===== src/rtl/nor_seq_pkg.sv =====
package nor_seq_pkg;

  typedef enum logic [1:0] {
    OP_PROG   = 2'd0,
    OP_ERASE  = 2'd1,
    OP_LOCK   = 2'd2,
    OP_UNLOCK = 2'd3
  } nor_op_e;

  typedef enum logic [1:0] {
    RES_OK   = 2'd0,
    RES_PROT = 2'd1,
    RES_IO   = 2'd2,
    RES_TMO  = 2'd3
  } nor_res_e;

  typedef enum logic [3:0] {
    S_IDLE,
    S_CLR,
    S_SETUP,
    S_ACTION,
    S_POLL_CMD,
    S_POLL_RD,
    S_PCHK_CMD,
    S_PCHK_RD,
    S_PCLR,
    S_FCHK_CMD,
    S_FCHK_RD,
    S_RESTORE
  } seq_state_e;

  // status register bit positions, per chip
  localparam int SR_READY    = 7;
  localparam int SR_ERS_SUSP = 6;
  localparam int SR_ERS_ERR  = 5;
  localparam int SR_PGM_ERR  = 4;
  localparam int SR_VPP_ERR  = 3;
  localparam int SR_PGM_SUSP = 2;
  localparam int SR_LOCKED   = 1;

endpackage


===== src/rtl/nor_bus_port.sv =====
module nor_bus_port #(
  parameter int ADDR_W = 32,
  parameter int DATA_W = 32
) (
  input  logic              clk_i,
  input  logic              rst_ni,
  input  logic              issue_i,
  input  logic              we_i,
  input  logic [ADDR_W-1:0] addr_i,
  input  logic [DATA_W-1:0] wdata_i,
  output logic              ack_o,
  output logic [DATA_W-1:0] rdata_o,
  output logic              bus_req_o,
  output logic              bus_we_o,
  output logic [ADDR_W-1:0] bus_addr_o,
  output logic [DATA_W-1:0] bus_wdata_o,
  input  logic [DATA_W-1:0] bus_rdata_i,
  input  logic              bus_wait_i
);

  logic              req_q, we_q, ack_q;
  logic [ADDR_W-1:0] addr_q;
  logic [DATA_W-1:0] wdata_q, rdata_q;

  always_ff @(posedge clk_i or negedge rst_ni) begin
    if (!rst_ni) begin
      req_q   <= 1'b0;
      we_q    <= 1'b0;
      ack_q   <= 1'b0;
      addr_q  <= '0;
      wdata_q <= '0;
      rdata_q <= '0;
    end else begin
      ack_q <= 1'b0;
      if (req_q) begin
        if (!bus_wait_i) begin
          req_q <= 1'b0;
          ack_q <= 1'b1;
          if (!we_q) rdata_q <= bus_rdata_i;
        end
      end else if (issue_i) begin
        req_q   <= 1'b1;
        we_q    <= we_i;
        addr_q  <= addr_i;
        wdata_q <= wdata_i;
      end
    end
  end

  assign ack_o       = ack_q;
  assign rdata_o     = rdata_q;
  assign bus_req_o   = req_q;
  assign bus_we_o    = we_q;
  assign bus_addr_o  = addr_q;
  assign bus_wdata_o = wdata_q;

endmodule


===== src/rtl/nor_status_eval.sv =====
module nor_status_eval
  import nor_seq_pkg::*;
#(
  parameter int CHIP_W = 16,
  localparam int DATA_W = 2 * CHIP_W
) (
  input  logic [DATA_W-1:0] rdata_i,
  output logic              both_ready_o,
  output logic              pgm_fail_o,
  output nor_res_e          class_o
);

  localparam logic [CHIP_W-1:0] PGM_MASK =
    CHIP_W'((1 << SR_PGM_ERR) | (1 << SR_LOCKED));
  localparam logic [CHIP_W-1:0] PROT_MASK =
    CHIP_W'((1 << SR_PGM_ERR) | (1 << SR_LOCKED) | (1 << SR_ERS_SUSP) | (1 << SR_PGM_SUSP));
  localparam logic [CHIP_W-1:0] IO_MASK =
    CHIP_W'((1 << SR_VPP_ERR) | (1 << SR_ERS_ERR));

  logic [CHIP_W-1:0] lo, hi, merged;

  assign lo     = rdata_i[CHIP_W-1:0];
  assign hi     = rdata_i[DATA_W-1:CHIP_W];
  assign merged = lo | hi;

  assign both_ready_o = lo[SR_READY] & hi[SR_READY];
  assign pgm_fail_o   = |(merged & PGM_MASK);

  always_comb begin
    if (|(merged & PROT_MASK))    class_o = RES_PROT;
    else if (|(merged & IO_MASK)) class_o = RES_IO;
    else                          class_o = RES_OK;
  end

endmodule


===== src/rtl/nor_retry_ctr.sv =====
module nor_retry_ctr
  import nor_seq_pkg::*;
#(
  parameter int PROG_RETRIES  = 1000,
  parameter int ERASE_RETRIES = 3000000,
  parameter int LOCK_RETRIES  = 1000
) (
  input  logic    clk_i,
  input  logic    rst_ni,
  input  logic    load_i,
  input  nor_op_e op_i,
  input  logic    dec_i,
  output logic    expired_o
);

  localparam int MAX_A = (PROG_RETRIES > LOCK_RETRIES) ? PROG_RETRIES : LOCK_RETRIES;
  localparam int MAX_R = (ERASE_RETRIES > MAX_A) ? ERASE_RETRIES : MAX_A;
  localparam int CNT_W = $clog2(MAX_R + 2);

  logic [CNT_W-1:0] cnt_q, budget;

  always_comb begin
    unique case (op_i)
      OP_PROG:  budget = CNT_W'(PROG_RETRIES);
      OP_ERASE: budget = CNT_W'(ERASE_RETRIES);
      default:  budget = CNT_W'(LOCK_RETRIES);
    endcase
  end

  always_ff @(posedge clk_i or negedge rst_ni) begin
    if (!rst_ni)                        cnt_q <= '0;
    else if (load_i)                    cnt_q <= budget;
    else if (dec_i && cnt_q != '0)      cnt_q <= cnt_q - 1'b1;
  end

  assign expired_o = (cnt_q == '0);

endmodule


===== src/rtl/nor_seq_ctrl.sv =====
module nor_seq_ctrl
  import nor_seq_pkg::*;
#(
  parameter int          ADDR_W       = 32,
  parameter int          CHIP_W       = 16,
  parameter logic [7:0]  CMD_RD_STAT  = 8'h70,
  parameter logic [7:0]  CMD_CLR_STAT = 8'h50,
  parameter logic [7:0]  CMD_PROG     = 8'h40,
  parameter logic [7:0]  CMD_ERS_SET  = 8'h20,
  parameter logic [7:0]  CMD_ERS_CONF = 8'hD0,
  parameter logic [7:0]  CMD_LCK_SET  = 8'h60,
  parameter logic [7:0]  CMD_LOCK     = 8'h01,
  parameter logic [7:0]  CMD_UNLOCK   = 8'hD0,
  parameter logic [7:0]  CMD_RD_ARRAY = 8'hFF,
  localparam int DATA_W = 2 * CHIP_W
) (
  input  logic              clk_i,
  input  logic              rst_ni,
  input  logic              start_i,
  input  nor_op_e           op_i,
  input  logic [ADDR_W-1:0] addr_i,
  input  logic [DATA_W-1:0] data_i,
  input  logic              ack_i,
  input  logic              both_ready_i,
  input  logic              pgm_fail_i,
  input  nor_res_e          class_i,
  input  logic              expired_i,
  output logic              issue_o,
  output logic              we_o,
  output logic [ADDR_W-1:0] addr_o,
  output logic [DATA_W-1:0] wdata_o,
  output logic              load_o,
  output logic              dec_o,
  output logic              busy_o,
  output logic              done_o,
  output nor_res_e          result_o
);

  function automatic logic [DATA_W-1:0] dup(input logic [7:0] c);
    return {{(CHIP_W-8){1'b0}}, c, {(CHIP_W-8){1'b0}}, c};
  endfunction

  seq_state_e        state_q, state_d;
  nor_res_e          res_q, res_d;
  nor_op_e           op_q;
  logic [ADDR_W-1:0] addr_q;
  logic [DATA_W-1:0] data_q;
  logic              pend_q, done_q, done_d;
  logic              is_read;

  assign is_read = (state_q == S_POLL_RD) || (state_q == S_PCHK_RD) || (state_q == S_FCHK_RD);
  assign issue_o = (state_q != S_IDLE) && !pend_q;
  assign we_o    = !is_read;
  assign addr_o  = addr_q;
  assign load_o  = (state_q == S_IDLE) && start_i;
  assign dec_o   = ack_i && (state_q == S_POLL_RD) && !both_ready_i && !expired_i;
  assign busy_o  = (state_q != S_IDLE);
  assign done_o  = done_q;
  assign result_o = res_q;

  always_comb begin
    unique case (state_q)
      S_CLR, S_PCLR: wdata_o = dup(CMD_CLR_STAT);
      S_SETUP: begin
        unique case (op_q)
          OP_PROG:  wdata_o = dup(CMD_PROG);
          OP_ERASE: wdata_o = dup(CMD_ERS_SET);
          default:  wdata_o = dup(CMD_LCK_SET);
        endcase
      end
      S_ACTION: begin
        unique case (op_q)
          OP_PROG:   wdata_o = data_q;
          OP_ERASE:  wdata_o = dup(CMD_ERS_CONF);
          OP_LOCK:   wdata_o = dup(CMD_LOCK);
          default:   wdata_o = dup(CMD_UNLOCK);
        endcase
      end
      S_POLL_CMD, S_PCHK_CMD, S_FCHK_CMD: wdata_o = dup(CMD_RD_STAT);
      S_RESTORE: wdata_o = dup(CMD_RD_ARRAY);
      default:   wdata_o = '0;
    endcase
  end

  always_comb begin
    state_d = state_q;
    res_d   = res_q;
    done_d  = 1'b0;
    if (state_q == S_IDLE) begin
      if (start_i) state_d = S_CLR;
    end else if (ack_i) begin
      unique case (state_q)
        S_CLR:      state_d = S_SETUP;
        S_SETUP:    state_d = S_ACTION;
        S_ACTION:   state_d = S_POLL_CMD;
        S_POLL_CMD: state_d = S_POLL_RD;
        S_POLL_RD: begin
          if (both_ready_i)   state_d = (op_q == OP_PROG) ? S_PCHK_CMD : S_FCHK_CMD;
          else if (expired_i) begin
            res_d   = RES_TMO;
            state_d = S_RESTORE;
          end else            state_d = S_POLL_CMD;
        end
        S_PCHK_CMD: state_d = S_PCHK_RD;
        S_PCHK_RD: begin
          if (pgm_fail_i) begin
            res_d   = RES_PROT;
            state_d = S_PCLR;
          end else state_d = S_FCHK_CMD;
        end
        S_PCLR:     state_d = S_RESTORE;
        S_FCHK_CMD: state_d = S_FCHK_RD;
        S_FCHK_RD: begin
          res_d   = class_i;
          state_d = S_RESTORE;
        end
        S_RESTORE: begin
          done_d  = 1'b1;
          state_d = S_IDLE;
        end
        default: state_d = S_IDLE;
      endcase
    end
  end

  always_ff @(posedge clk_i or negedge rst_ni) begin
    if (!rst_ni) begin
      state_q <= S_IDLE;
      res_q   <= RES_OK;
      op_q    <= OP_PROG;
      addr_q  <= '0;
      data_q  <= '0;
      pend_q  <= 1'b0;
      done_q  <= 1'b0;
    end else begin
      state_q <= state_d;
      res_q   <= res_d;
      done_q  <= done_d;
      if (issue_o)    pend_q <= 1'b1;
      else if (ack_i) pend_q <= 1'b0;
      if (load_o) begin
        op_q   <= op_i;
        addr_q <= addr_i;
        data_q <= data_i;
        res_q  <= RES_OK;
      end
    end
  end

endmodule


===== src/rtl/nor_seq.sv =====
module nor_seq
  import nor_seq_pkg::*;
#(
  parameter int          ADDR_W        = 32,
  parameter int          CHIP_W        = 16,
  parameter int          PROG_RETRIES  = 1000,
  parameter int          ERASE_RETRIES = 3000000,
  parameter int          LOCK_RETRIES  = 1000,
  parameter logic [7:0]  CMD_RD_STAT   = 8'h70,
  parameter logic [7:0]  CMD_CLR_STAT  = 8'h50,
  parameter logic [7:0]  CMD_PROG      = 8'h40,
  parameter logic [7:0]  CMD_ERS_SET   = 8'h20,
  parameter logic [7:0]  CMD_ERS_CONF  = 8'hD0,
  parameter logic [7:0]  CMD_LCK_SET   = 8'h60,
  parameter logic [7:0]  CMD_LOCK      = 8'h01,
  parameter logic [7:0]  CMD_UNLOCK    = 8'hD0,
  parameter logic [7:0]  CMD_RD_ARRAY  = 8'hFF,
  localparam int DATA_W = 2 * CHIP_W
) (
  input  logic              clk_i,
  input  logic              rst_ni,
  input  logic              start_i,
  input  logic [1:0]        op_i,
  input  logic [ADDR_W-1:0] addr_i,
  input  logic [DATA_W-1:0] data_i,
  output logic              busy_o,
  output logic              done_o,
  output logic [1:0]        result_o,
  output logic              bus_req_o,
  output logic              bus_we_o,
  output logic [ADDR_W-1:0] bus_addr_o,
  output logic [DATA_W-1:0] bus_wdata_o,
  input  logic [DATA_W-1:0] bus_rdata_i,
  input  logic              bus_wait_i
);

  logic              issue, we, ack, load, dec, expired, both_ready, pgm_fail;
  logic [ADDR_W-1:0] acc_addr;
  logic [DATA_W-1:0] acc_wdata, rdata;
  nor_res_e          cls, res;
  nor_op_e           op;

  assign op       = nor_op_e'(op_i);
  assign result_o = res;

  nor_seq_ctrl #(
    .ADDR_W(ADDR_W), .CHIP_W(CHIP_W),
    .CMD_RD_STAT(CMD_RD_STAT), .CMD_CLR_STAT(CMD_CLR_STAT), .CMD_PROG(CMD_PROG),
    .CMD_ERS_SET(CMD_ERS_SET), .CMD_ERS_CONF(CMD_ERS_CONF), .CMD_LCK_SET(CMD_LCK_SET),
    .CMD_LOCK(CMD_LOCK), .CMD_UNLOCK(CMD_UNLOCK), .CMD_RD_ARRAY(CMD_RD_ARRAY)
  ) u_ctrl (
    .clk_i, .rst_ni, .start_i, .op_i(op), .addr_i, .data_i,
    .ack_i(ack), .both_ready_i(both_ready), .pgm_fail_i(pgm_fail), .class_i(cls),
    .expired_i(expired), .issue_o(issue), .we_o(we), .addr_o(acc_addr),
    .wdata_o(acc_wdata), .load_o(load), .dec_o(dec), .busy_o, .done_o, .result_o(res)
  );

  nor_retry_ctr #(
    .PROG_RETRIES(PROG_RETRIES), .ERASE_RETRIES(ERASE_RETRIES), .LOCK_RETRIES(LOCK_RETRIES)
  ) u_retry (
    .clk_i, .rst_ni, .load_i(load), .op_i(op), .dec_i(dec), .expired_o(expired)
  );

  nor_status_eval #(.CHIP_W(CHIP_W)) u_eval (
    .rdata_i(rdata), .both_ready_o(both_ready), .pgm_fail_o(pgm_fail), .class_o(cls)
  );

  nor_bus_port #(.ADDR_W(ADDR_W), .DATA_W(DATA_W)) u_port (
    .clk_i, .rst_ni, .issue_i(issue), .we_i(we), .addr_i(acc_addr), .wdata_i(acc_wdata),
    .ack_o(ack), .rdata_o(rdata), .bus_req_o, .bus_we_o, .bus_addr_o, .bus_wdata_o,
    .bus_rdata_i, .bus_wait_i
  );

endmodule


===== config.mk =====
export PLATFORM = sky130hd
export DESIGN_NAME = nor_seq
export DESIGN_NICKNAME = d
export VERILOG_FILES = /design/src/rtl/nor_seq_pkg.sv /design/src/rtl/nor_bus_port.sv /design/src/rtl/nor_status_eval.sv /design/src/rtl/nor_retry_ctr.sv /design/src/rtl/nor_seq_ctrl.sv /design/src/rtl/nor_seq.sv
export SDC_FILE = /design/constraint.sdc
export NUM_CORES = 1
export LEC_CHECK = 0
export BUFFER_PORTS_ARGS = -buffer_cell sky130_fd_sc_hd__buf_4
export CAP_MARGIN = 25
export CORE_ASPECT_RATIO = 1.4
export CORE_MARGIN = 2
export CORE_UTILIZATION = 48
export DETAILED_ROUTE_END_ITERATION = 10
export PLACE_DENSITY = 0.81
export RECOVER_POWER = 50
export SYNTH_ARGS = -nofsm -noshare
export SYNTH_HDL_FRONTEND = slang
export SYNTH_SLANG_ARGS = --single-unit

===== constraint.sdc =====
create_clock -name clk_i -period 2.65 [get_ports clk_i]
set_input_delay 0.265 -clock clk_i [delete_from_list [all_inputs] [get_ports clk_i]]
set_output_delay 0.265 -clock clk_i [all_outputs]
set_load 0.05 [all_outputs]

==> results of run 1 <==
==> what timing repair did <==
item | 4_1_cts | 5_1_grt
endpoints found under the hold margin | 40 | 0
buffers inserted | 0 | 0
hold buffers | 2 | 0
==> layer usage <==
layer	global-route usage [%]	part of all wire, %	up-vias
li1	-	-	2928
met1	28.4	39	2902
met2	38.5	52	190
met3	5.36	5.7	36
met4	9.52	3.0	0
met5	0	0	-
==> per-stage QoR <==
step	worst slack, ns	total power, mW	util, %
after CTS	0.277	11.4	62.4
after floorplan	0.535	7.36	-
final	0.304	11.0	60.6
after global routing	0.152	11.7	60.6
after detailed placement	0.352	8.77	58.3
after global placement	0.416	8.64	58.3
==> worst max-delay path, stage by stage (launching register included) <==
cell and delay (ns):
sky130_fd_sc_hd__dfrtp_1 0.43, sky130_fd_sc_hd__inv_1 0.12, sky130_fd_sc_hd__ha_1 0.17, sky130_fd_sc_hd__nor4b_1 0.23, sky130_fd_sc_hd__buf_4 0.17, sky130_fd_sc_hd__nand3_2 0.14
sky130_fd_sc_hd__buf_4 0.21, sky130_fd_sc_hd__o211ai_1 0.47, sky130_fd_sc_hd__or3_2 0.21, sky130_fd_sc_hd__nand3_1 0.06
==> cell usage after synthesis (6+ instances only) <==
cell type / count
sky130_fd_sc_hd__nand2_1: 333
sky130_fd_sc_hd__dfrtp_1: 177
sky130_fd_sc_hd__clkbuf_1: 31
sky130_fd_sc_hd__a22o_1: 20
sky130_fd_sc_hd__a21oi_1: 19
sky130_fd_sc_hd__nor2_1: 19
sky130_fd_sc_hd__o21ai_0: 18
sky130_fd_sc_hd__mux2_2: 14
sky130_fd_sc_hd__nand3_1: 14
sky130_fd_sc_hd__nor3_1: 13
sky130_fd_sc_hd__buf_1: 8
sky130_fd_sc_hd__inv_1: 8
sky130_fd_sc_hd__nand2b_1: 7
sky130_fd_sc_hd__nor4_1: 7
sky130_fd_sc_hd__mux2i_1: 6
sky130_fd_sc_hd__o31ai_1: 6
==> report_power, final <==
part / internal (mW) / leakage, nW / switching, mW
clock network: 1.46 / 0.296 / 1.09
registers: 3.81 / 2.24 / 0.785
logic: 1.18 / 2.06 / 2.64
total: 6.45 / 4.59 / 4.52
==> registers in the layout, summed over array words and instances (netlist names) <==
register and flops:
u_ctrl.addr_o 32, u_ctrl.data_q 32, u_ctrl.done_o 1, u_ctrl.op_q 2, u_ctrl.pend_q 1, u_ctrl.result_o 2, u_ctrl.state_q 4, u_port.ack_o 1
u_port.bus_addr_o 32, u_port.bus_req_o 1, u_port.bus_wdata_o 32, u_port.bus_we_o 1, u_port.rdata_o 14, u_retry.cnt_q 22
==> cells by family after synthesis <==
family / share of synthesized area, %
compound gates: 9.07
xor+xnor: 0.818
fa+ha+maj: 0.334
buf+inv: 2.69
flops: 59.1
mux: 2.91
simple gates: 25.1
==> final cells by class <==
| cell class | count | area (µm²) | share of cell area, % |
|---|---|---|---|
| clock buffer | 19 | 453 | 4.85 |
| clock inverter | 13 | 150 | 1.61 |
| inverter | 8 | 30.0 | 0.322 |
| multi-input combinational | 557 | 2880 | 30.9 |
| sequential | 177 | 4430 | 47.5 |
| tap | 196 | 245 | 2.63 |
| timing repair buffer | 183 | 1140 | 12.3 |
==> worst min path at each step <==
stage	startpoint	to	slack, ns	cells after the start
2_1_floorplan	rst_ni	u_ctrl.addr_o[0]$_DFFE_PN0P_	-0.03	0
3_3_place_gp	rst_ni	u_port.bus_wdata_o[27]$_DFFE_PN0P_	0.21	1
3_5_place_dp	rst_ni	u_port.bus_wdata_o[27]$_DFFE_PN0P_	0.22	1
4_1_cts	addr_i[6]	u_ctrl.addr_o[6]$_DFFE_PN0P_	0.006	3
5_1_grt	addr_i[1]	u_ctrl.addr_o[1]$_DFFE_PN0P_	0.02	3
6_report	addr_i[6]	u_ctrl.addr_o[6]$_DFFE_PN0P_	0.03	3
==> tab_implementation.tex, run 1 <==
\begin{tabular}{lr}
\hline
Metric & Value \\
\hline
\multicolumn{2}{l}{\textbf{Timing}} \\
Worst hold-check slack & 0.0250 ns \\
Summed negative setup slack over all endpoints & 0 ns \\
Unrepaired setup endpoints after global routing & no \\
Final hold violation count & 0 \\
Least-Margin Pin Slew & 1.11 ns \\
Slew headroom & 25.8\% \\
Min Tclk post-route & 2.35 ns \\
Max Slew Vio Count & 0 \\
Max Fclk & 426 MHz \\
Largest clock skew in the final design & 0.00748 ns \\
Final setup violating endpoints & 0 \\
Final critical-path share of the clock period & 88.5\% \\
\multicolumn{2}{l}{\textbf{Worst setup path}} \\
Data required, critical path & 2.94 ns \\
WP data arrival & 2.63 ns \\
Worst r2r path cells & 9 \\
Worst reg-to-reg setup slack & slightly above 0.3 ns \\
Critical path startpoint category & flip-flop \\
Startpoint of the worst setup timing path & u\_retry.cnt\_q[0]\$\_DFFE\_PN0P\_ \\
Critical path capture point type & flip-flop \\
Launching point of the worst reg2reg path & u\_retry.cnt\_q[0]\$\_DFFE\_PN0P\_ \\
Reg2Reg Capture Point & u\_retry.cnt\_q[9]\$\_DFFE\_PN0P\_ \\
Maximum fanout along the worst path & 6 \\
Worst setup path class & flip-flop to flip-flop \\
Last element of the critical path & u\_retry.cnt\_q[9]\$\_DFFE\_PN0P\_ \\
\multicolumn{2}{l}{\textbf{Global routing}} \\
Global-route usage over all layers & approximately 23\% \\
Pin count of the biggest net entering global routing & 59 \\
Initial antenna violation count & 0 \\
Via count of the first global-routing pass & just over 6000 \\
Wire length of the first global-routing pass & 29800 µm \\
Aggregate global routing overflow & 0 \\
\multicolumn{2}{l}{\textbf{Place}} \\
Dpl hpwl & 12500 µm \\
Buffers added on ports & around 150 \\
Placement Cell Area & 0.00898 mm² \\
Placed cell count & 1119 \\
Final Wtd Congestion & 0.836 \\
\multicolumn{2}{l}{\textbf{Logic synthesis}} \\
Average cell area after synthesis & between 9 and 10 µm² \\
Sequential cell area fraction in the yosys report & around 59\% \\
Flop and latch count out of synthesis & 177 \\
Most area-hungry cell type in the Yosys netlist & sky130\_fd\_sc\_hd\_\_dfrtp\_1 \\
Area share of the largest cell type after synthesis & 59.1\% \\
Share of async-settable or async-resettable flops after synthesis & 100\% \\
Post-Synthesis Cells & between 700 and 800 \\
Number of enable-type register cells in the synthesized netlist & 0 \\
Cell area after technology mapping & 0.00749 mm² \\
Synth top area cells & sky130\_fd\_sc\_hd\_\_dfrtp\_1 59\%, sky130\_fd\_sc\_hd\_\_nand2\_1 17\%, sky130\_fd\_sc\_hd\_\_a22o\_1 2.3\% \\
Total number of yosys warnings & 0 \\
Synthesized net count & 887 \\
Synth unique cells & 62 \\
Prevailing post-synth register cell & sky130\_fd\_sc\_hd\_\_dfrtp\_1 \\
\multicolumn{2}{l}{\textbf{Detailed routing}} \\
Residual antenna-violating net count after detailed routing & 0 \\
Routed vias & between 6000 and 7000 \\
TritonRoute pass-1 iters & 5 \\
Detailed Route Iter0 Violations & between 300 and 400 \\
Remaining routing DRC violations & 0 \\
Routed wire length & 18100 µm \\
Drt wl/cell & 15.7 µm \\
Via-per-instance ratio & between 5 and 6 \\
\multicolumn{2}{l}{\textbf{Floorplanning}} \\
Die height & approximately 150 µm \\
Placeable core region & 0.0154 mm² \\
Starting density of the core & between 40\% and 50\% \\
Die ar. & 0.0166 mm² \\
I/O pin total & 172 \\
Horizontal die dimension & 110 µm \\
Standard-cell row count & 54 \\
\multicolumn{2}{l}{\textbf{Clock tree}} \\
Post-cts resize count & 0 \\
Root Buffer & sky130\_fd\_sc\_hd\_\_clkbuf\_16 \\
Number of buffers between clock root and the deepest sink & 2 \\
Clock buffer count from CTS & 17 \\
Clock-pin slew on the worst setup and hold paths & 0.07 ns \\
Clock sink total & 177 \\
Clock latency on the worst-skew pair & 0.42 ns \\
Depth of the CTS H-tree & 4 \\
CTS tree & yes \\
\multicolumn{2}{l}{\textbf{Power}} \\
Leak Pwr & 4.59 nW \\
Pwr Density & 1180 mW/mm² \\
Maximum ir drop on the vdd rail & approximately 0.69 mV \\
\multicolumn{2}{l}{\textbf{Cells and area}} \\
Synth-to-layout area growth & 24.5\% \\
Net count of the finished layout & around 1000 \\
Fill count & 1390 \\
Antenna diodes & 0 \\
Finished layout cell area & 0.00933 mm² \\
Count of non-filler cells in the finished layout & $\sim$1200 \\
Most common library cell in the layout ignoring fill and taps & sky130\_fd\_sc\_hd\_\_nand2\_1 \\
Most frequent cells in the layout & 331 x sky130\_fd\_sc\_hd\_\_nand2\_1, 177 x sky130\_fd\_sc\_hd\_\_dfrtp\_1, 108 x sky130\_fd\_sc\_hd\_\_buf\_4, 68 x sky130\_fd\_sc\_hd\_\_clkbuf\_1, 20 x sky130\_fd\_sc\_hd\_\_a22o\_1 \\
Layout cell share with drive strength beyond 1 & 18.7\% \\
\multicolumn{2}{l}{\textbf{Min path}} \\
Path category of the worst min-delay check & input port to flip-flop \\
\multicolumn{2}{l}{\textbf{Outcome}} \\
Run status & completed \\
\multicolumn{2}{l}{\textbf{Job}} \\
Max Cap Viol & 0 \\
\hline
\end{tabular}
Power figures use the tool's default switching activity.
==> run 2: changes to the inputs <==
--- a/config.mk
+++ b/config.mk
@@ -11,7 +11,8 @@
 export CORE_MARGIN = 2
 export CORE_UTILIZATION = 48
 export DETAILED_ROUTE_END_ITERATION = 10
-export PLACE_DENSITY = 0.81
+export HOLD_SLACK_MARGIN = 0.06
+export PLACE_DENSITY_LB_ADDON = 0.2
 export RECOVER_POWER = 50
 export SYNTH_ARGS = -nofsm -noshare
 export SYNTH_HDL_FRONTEND = slang
==> run 2 against run 1 <==
The flow now finishes with violations (max-capacitance violations, max-slew violations). Wire length grew 6.7%. Critical path depth is 2 lower. Sequential share of layout area down 4.3 points. Combinational power rose by 5.8%. Global-route usage up 0.90 points. Count of clock-buffer cells in the layout fell by 1. Total power is 2.7% higher. Cell area rose by 10%. Fmax up 1.7%. Non-clock buffer count rose by 74. Critical path type unchanged. Critical endpoint is now u_retry.cnt_q[14]$_DFFE_PN0P_. Largest cell class unchanged. Highest routed layer unchanged.
==> tab_implementation.tex, run 2 (synthesis gave the netlist of run 1 again) <==
\begin{tabular}{lr}
\hline
Metric & Value \\
\hline
\multicolumn{2}{l}{\textbf{Global routing}} \\
Aggregate global routing overflow & 0 \\
Pin count of the biggest net entering global routing & 68 \\
Initial antenna violation count & 0 \\
Wire length of the first global-routing pass & around 31000 µm \\
Via count of the first global-routing pass & between 6000 and 7000 \\
Global-route usage over all layers & 23.9\% \\
\multicolumn{2}{l}{\textbf{Timing}} \\
Slew headroom & -14.2\% \\
Min Tclk post-route & between 2 and 2.5 ns \\
Largest clock skew in the final design & 0.0139 ns \\
Least-Margin Pin Slew & approximately 1.7 ns \\
Unrepaired setup endpoints after global routing & no \\
Max Fclk & 434 MHz \\
Final setup violating endpoints & 0 \\
Worst hold-check slack & 0.311 ns \\
Summed negative setup slack over all endpoints & 0 ns \\
Worst Setup Slack, final & 0.344 ns \\
Final hold violation count & 0 \\
Final critical-path share of the clock period & 87.0\% \\
Max Slew Vio Count & 67 \\
\multicolumn{2}{l}{\textbf{Clock tree}} \\
CTS tree & yes \\
Post-cts resize count & 0 \\
Depth of the CTS H-tree & 4 \\
Clock sink total & 177 \\
Hold buffer count at cts & 80 \\
Clock-pin slew on the worst setup and hold paths & 0.07 ns \\
Setup Fix Bufs, Post-CTS & 0 \\
Number of buffers between clock root and the deepest sink & 2 \\
Root Buffer & sky130\_fd\_sc\_hd\_\_clkbuf\_16 \\
Clock buffer count from CTS & 17 \\
Clock latency on the worst-skew pair & between 0.4 and 0.5 ns \\
\multicolumn{2}{l}{\textbf{Floorplanning}} \\
I/O pin total & 172 \\
Starting density of the core & 48.6\% \\
Horizontal die dimension & $\sim$110 µm \\
Standard-cell row count & 54 \\
Die height & 152 µm \\
Placeable core region & 0.0154 mm² \\
Die ar. & 0.0166 mm² \\
\multicolumn{2}{l}{\textbf{Cells and area}} \\
Layout cell share with drive strength beyond 1 & 20.1\% \\
Synth-to-layout area growth & 37.0\% \\
Most common library cell in the layout ignoring fill and taps & sky130\_fd\_sc\_hd\_\_nand2\_1 \\
Antenna diodes & 0 \\
Count of non-filler cells in the finished layout & 1227 \\
Share of the core filled with cells & 66.6\% \\
Fill count & 1228 \\
Net count of the finished layout & roughly 1100 \\
Most frequent cells in the layout & 331 x sky130\_fd\_sc\_hd\_\_nand2\_1, 177 x sky130\_fd\_sc\_hd\_\_dfrtp\_1, 135 x sky130\_fd\_sc\_hd\_\_buf\_4, 82 x sky130\_fd\_sc\_hd\_\_dlygate4sd3\_1, 34 x sky130\_fd\_sc\_hd\_\_clkbuf\_1 \\
Finished layout cell area & 0.0103 mm² \\
\multicolumn{2}{l}{\textbf{Outcome}} \\
Run status & complete, but fails checks \\
Failing checks & max-capacitance violations, max-slew violations \\
\multicolumn{2}{l}{\textbf{Power}} \\
Internal cell power & 6.65 mW \\
Pwr Density & 1100 mW/mm² \\
Clock network power share & roughly a quarter \\
Psw & 4.62 mW \\
Fraction of power spent switching nets & 41.0\% \\
Leak Pwr & 5.05 nW \\
Combinational Power Share & 35.8\% \\
Part of the total power dissipated in sequential elements & 40.8\% \\
Total Power Consumption & 11.3 mW \\
Maximum ir drop on the vdd rail & around 0.52 mV \\
\multicolumn{2}{l}{\textbf{Place}} \\
Placement Cell Area & 0.00896 mm² \\
Post-placement setup slack & 0.367 ns \\
Placed cell count & between 1000 and 1500 \\
Buffers added on ports & 153 \\
Dpl hpwl & between 10000 and 15000 µm \\
Final Wtd Congestion & 0.835 \\
\multicolumn{2}{l}{\textbf{Detailed routing}} \\
Via-per-instance ratio & 5.17 \\
Drt wl/cell & 15.7 µm \\
TritonRoute pass-1 iters & 4 \\
Remaining routing DRC violations & 0 \\
Residual antenna-violating net count after detailed routing & 0 \\
Routed wire length & 19300 µm \\
Routed vias & $\sim$6300 \\
Detailed Route Iter0 Violations & between 400 and 500 \\
\multicolumn{2}{l}{\textbf{Worst setup path}} \\
Maximum fanout along the worst path & 5 \\
Buffering stage count on the worst path with inverters included & 1 \\
WP data arrival & 2.61 ns \\
Ordered list of cells on the worst path & inv\_1 > ha\_1 > nor4b\_1 > nand3\_2 > o211ai\_1 > nor4\_1 > or3\_1 \\
Slowest library cell on the worst path & sky130\_fd\_sc\_hd\_\_o211ai\_1 \\
Worst setup path class & flip-flop to flip-flop \\
Critical path startpoint category & flip-flop \\
Family with the most delay on the worst path & simple AND/OR/NAND/NOR gates \\
Critical path capture point type & flip-flop \\
Data required, critical path & a little under 3 ns \\
Critical path's largest stage delay & about 0.47 ns \\
\multicolumn{2}{l}{\textbf{Min path}} \\
Path category of the worst min-delay check & input port to flip-flop \\
\multicolumn{2}{l}{\textbf{Job}} \\
Max Cap Viol & 1 \\
\hline
\end{tabular}
==> run 2: final cells by class <==
cell class / instances / area [µm²] / area share (%)
Inverter: 8 / 30.0 / 0.293
Clock buffer: 18 / 439 / 4.28
Multi-Input combinational cell: 557 / 2880 / 28.0
Timing Repair Buffer: 257 / 2060 / 20.1
Tap cell: 196 / 245 / 2.39
Sequential cell: 177 / 4430 / 43.2
Clock inverter: 14 / 186 / 1.82
==> run 2: power by group through the flow <==
stage	sequential [mW]	combinational [mW]	clock [mW]
after CTS	4.57	4.21	2.67
after global routing	4.75	4.43	2.78
after detailed placement	4.61	4.08	0
after floorplan	5.61	1.75	0
final	4.59	4.04	2.63
after global placement	4.58	4.02	0
==> run 2: worst paths after layout <==
check,startpoint,end,slack [ns],cells past startpoint
max in group asynchronous,rst_ni,u_ctrl.addr_o[11]$_DFFE_PN0P_,0.54,3
min in group asynchronous,rst_ni,u_port.bus_wdata_o[12]$_DFFE_PN0P_,0.79,2
max,u_retry.cnt_q[0]$_DFFE_PN0P_,u_retry.cnt_q[14]$_DFFE_PN0P_,0.34,7
max reg2reg,u_retry.cnt_q[0]$_DFFE_PN0P_,u_retry.cnt_q[14]$_DFFE_PN0P_,0.34,7
min,start_i,u_ctrl.state_q[0]$_DFFE_PN0P_,0.31,4
min reg2reg,u_ctrl.addr_o[28]$_DFFE_PN0P_,u_port.bus_addr_o[28]$_DFFE_PN0P_,0.47,2
==> run 2: worst reg2reg max path: cells and delay by family (launching register included) <==
| family | cells | cell delay, ns |
|---|---|---|
| compound gates | 1 | 0.47 |
| flops | 1 | 0.43 |
| buf+inv | 1 | 0.10 |
| fa+ha+maj | 1 | 0.18 |
| simple gates | 4 | 1.00 |
==> run 2: routing by layer <==
| metal | track usage (%) | vias up | wire length (µm) |
|---|---|---|---|
| li1 | - | 3077 | - |
| met1 | 30.4 | 3114 | 8040 |
| met2 | 41.3 | 134 | 10200 |
| met3 | 4.59 | 18 | 757 |
| met4 | 6.69 | 0 | 267 |
| met5 | 0 | - | 0 |
==> run 3: changes to the inputs <==
--- a/config.mk
+++ b/config.mk
@@ -7,7 +7,7 @@
 export LEC_CHECK = 0
 export BUFFER_PORTS_ARGS = -buffer_cell sky130_fd_sc_hd__buf_4
 export CAP_MARGIN = 25
-export CORE_ASPECT_RATIO = 1.4
+export CORE_ASPECT_RATIO = 2
 export CORE_MARGIN = 2
 export CORE_UTILIZATION = 48
 export DETAILED_ROUTE_END_ITERATION = 10
==> run 3 against run 2 <==
Non-clock buffer count shrank 9. Fmax shrank 1.7%. Combinational power up 1%. Core utilization down 0.68 points. The flow now finishes without violations. Sequential power about the same. Critical path depth unchanged. Sequential cell count unchanged. Via count increased by 0.84%. Count of clock-buffer cells in the layout did not move. Register-to-register slack got worse by 0.04 ns. Clock power shrank 8.7%. Sequential share of layout area increased by 0.76 points.
==> tab_implementation.tex, run 3 (synthesis gave the netlist of run 1 again) <==
\begin{tabular}{lr}
\hline
Metric & Value \\
\hline
\multicolumn{2}{l}{\textbf{Worst setup path}} \\
Buffering stage count on the worst path with inverters included & 1 \\
Stages on worst setup path & 7 \\
Critical path's largest stage delay & $\sim$0.6 ns \\
Last element of the critical path & u\_retry.cnt\_q[10]\$\_DFFE\_PN0P\_ \\
Worst reg-to-reg setup slack & 0.30 ns \\
Reg2Reg Capture Point & u\_retry.cnt\_q[10]\$\_DFFE\_PN0P\_ \\
Ordered list of cells on the worst path & inv\_1 > ha\_1 > a21bo\_2 > nor3\_1 > o211ai\_1 > or4\_2 > a31oi\_1 \\
Launching point of the worst reg2reg path & u\_retry.cnt\_q[0]\$\_DFFE\_PN0P\_ \\
WP data arrival & 2.70 ns \\
Critical path startpoint category & flip-flop \\
Slowest library cell on the worst path & sky130\_fd\_sc\_hd\_\_or4\_2 \\
Critical path capture point type & flip-flop \\
Startpoint of the worst setup timing path & u\_retry.cnt\_q[0]\$\_DFFE\_PN0P\_ \\
Family with the most delay on the worst path & simple AND/OR/NAND/NOR gates \\
Data required, critical path & 3.00 ns \\
Worst r2r path cells & 7 \\
Maximum fanout along the worst path & 5 \\
Worst setup path class & flip-flop to flip-flop \\
\multicolumn{2}{l}{\textbf{Floorplanning}} \\
Die ar. & 0.0167 mm² \\
Placeable core region & 0.0153 mm² \\
Horizontal die dimension & 92.3 µm \\
Die height & 181 µm \\
Starting density of the core & 49.0\% \\
Standard-cell row count & 64 \\
I/O pin total & 172 \\
\multicolumn{2}{l}{\textbf{Cells and area}} \\
Count of non-filler cells in the finished layout & between 1000 and 1500 \\
Share of the core filled with cells & about two thirds \\
Layout cell share with drive strength beyond 1 & 20.2\% \\
Fill count & approximately 1200 \\
Area of combinational cells with multiple inputs & 0.00288 mm² \\
Finished layout cell area & 0.0101 mm² \\
Most common library cell in the layout ignoring fill and taps & sky130\_fd\_sc\_hd\_\_nand2\_1 \\
Antenna diodes & 0 \\
FF/Latch Area & between 0.004 and 0.005 mm² \\
Net count of the finished layout & 1113 \\
Most frequent cells in the layout & 331 x sky130\_fd\_sc\_hd\_\_nand2\_1, 177 x sky130\_fd\_sc\_hd\_\_dfrtp\_1, 137 x sky130\_fd\_sc\_hd\_\_buf\_4, 73 x sky130\_fd\_sc\_hd\_\_dlygate4sd3\_1, 35 x sky130\_fd\_sc\_hd\_\_clkbuf\_1 \\
Synth-to-layout area growth & 34.6\% \\
\multicolumn{2}{l}{\textbf{Timing}} \\
Max Slew Vio Count & 0 \\
Final hold violation count & 0 \\
Worst Setup Slack, final & 0.304 ns \\
Max Fclk & 426 MHz \\
Largest clock skew in the final design & a little under 0.008 ns \\
Final setup violating endpoints & 0 \\
Least-Margin Pin Slew & $\sim$1.3 ns \\
Slew headroom & a little under an eighth \\
Unrepaired setup endpoints after global routing & no \\
Worst hold-check slack & 0.0763 ns \\
Min Tclk post-route & 2.35 ns \\
Summed negative setup slack over all endpoints & 0 ns \\
Final critical-path share of the clock period & 88.5\% \\
\multicolumn{2}{l}{\textbf{Global routing}} \\
Initial antenna violation count & 0 \\
Wire length of the first global-routing pass & $\sim$32000 µm \\
Pin count of the biggest net entering global routing & 76 \\
Global-route usage over all layers & 24.6\% \\
Via count of the first global-routing pass & roughly 6500 \\
Aggregate global routing overflow & 0 \\
\multicolumn{2}{l}{\textbf{Clock tree}} \\
Hold buffer count at cts & 73 \\
Clock buffer count from CTS & 17 \\
Setup Fix Bufs, Post-CTS & 0 \\
Number of buffers between clock root and the deepest sink & 2 \\
Clock-pin slew on the worst setup and hold paths & 0.07 ns \\
Root Buffer & sky130\_fd\_sc\_hd\_\_clkbuf\_16 \\
Post-cts resize count & 0 \\
Depth of the CTS H-tree & 4 \\
CTS tree & yes \\
Clock sink total & 177 \\
Clock latency on the worst-skew pair & 0.42 ns \\
\multicolumn{2}{l}{\textbf{Min path}} \\
Min-Delay Startpoint & bus\_rdata\_i[6] \\
Path category of the worst min-delay check & input port to flip-flop \\
\multicolumn{2}{l}{\textbf{Detailed routing}} \\
Routed wire length & 19800 µm \\
Detailed Route Iter0 Violations & 393 \\
Drt wl/cell & 16.2 µm \\
Remaining routing DRC violations & 0 \\
Routed vias & 6396 \\
TritonRoute pass-1 iters & 4 \\
Via-per-instance ratio & 5.24 \\
Residual antenna-violating net count after detailed routing & 0 \\
\multicolumn{2}{l}{\textbf{Place}} \\
Placement Cell Area & 0.00894 mm² \\
Dpl hpwl & roughly 13000 µm \\
Buffers added on ports & 153 \\
Post-placement setup slack & 0.351 ns \\
Placed cell count & 1115 \\
Final Wtd Congestion & 0.885 \\
\multicolumn{2}{l}{\textbf{Job}} \\
Max Cap Viol & 0 \\
\multicolumn{2}{l}{\textbf{Outcome}} \\
Run status & completed \\
\multicolumn{2}{l}{\textbf{Power}} \\
Pwr Density & between 1000 and 1500 mW/mm² \\
Leak Pwr & 4.96 nW \\
Total Power Consumption & about 11 mW \\
Maximum ir drop on the vdd rail & 0.645 mV \\
\hline
\end{tabular}
[run 3: cell types whose count changed in the layout (fill, tap and decap cells not counted), sizes merged]
cell	previous run	this run
clkbuf	53	54
buf	140	139
clkinvlp	1	4
inv	15	13
dlygate4sd3	82	73
bufinv	2	1
[run 3: cell type report]
type / instances / area share [%]
Clock buffer: 18 / 4.26
Clock inverter: 14 / 1.29
Inverter: 8 / 0.298
Multi-Input combinational cell: 557 / 28.6
Sequential cell: 177 / 43.9
Tap cell: 198 / 2.46
Timing Repair Buffer: 248 / 19.2
[run 3: routing by layer]
metal	wire length, µm	vias to the layer above	track usage [%]
li1	-	3053	-
met1	7540	3126	28.3
met2	10700	161	43.3
met3	624	56	3.85
met4	923	0	13.1
met5	0	-	0
[run 3: report_power, final]
part	internal [mW]	switching, mW
sequential	3.81	0.752
combinational	1.35	2.72
clock	1.31	1.09
total	6.47	4.57
[run 3: worst min path at each step]
stage	end	slack, ns	cells past startpoint
3_5_place_dp	u_port.bus_wdata_o[13]$_DFFE_PN0P_	0.25	1
2_1_floorplan	u_ctrl.addr_o[0]$_DFFE_PN0P_	-0.03	0
3_3_place_gp	u_port.bus_wdata_o[14]$_DFFE_PN0P_	0.26	1
6_report	u_port.rdata_o[6]$_DFFE_PN0P_	0.08	2
5_1_grt	u_port.rdata_o[2]$_DFFE_PN0P_	0.07	2
4_1_cts	u_port.rdata_o[22]$_DFFE_PN0P_	0.06	2
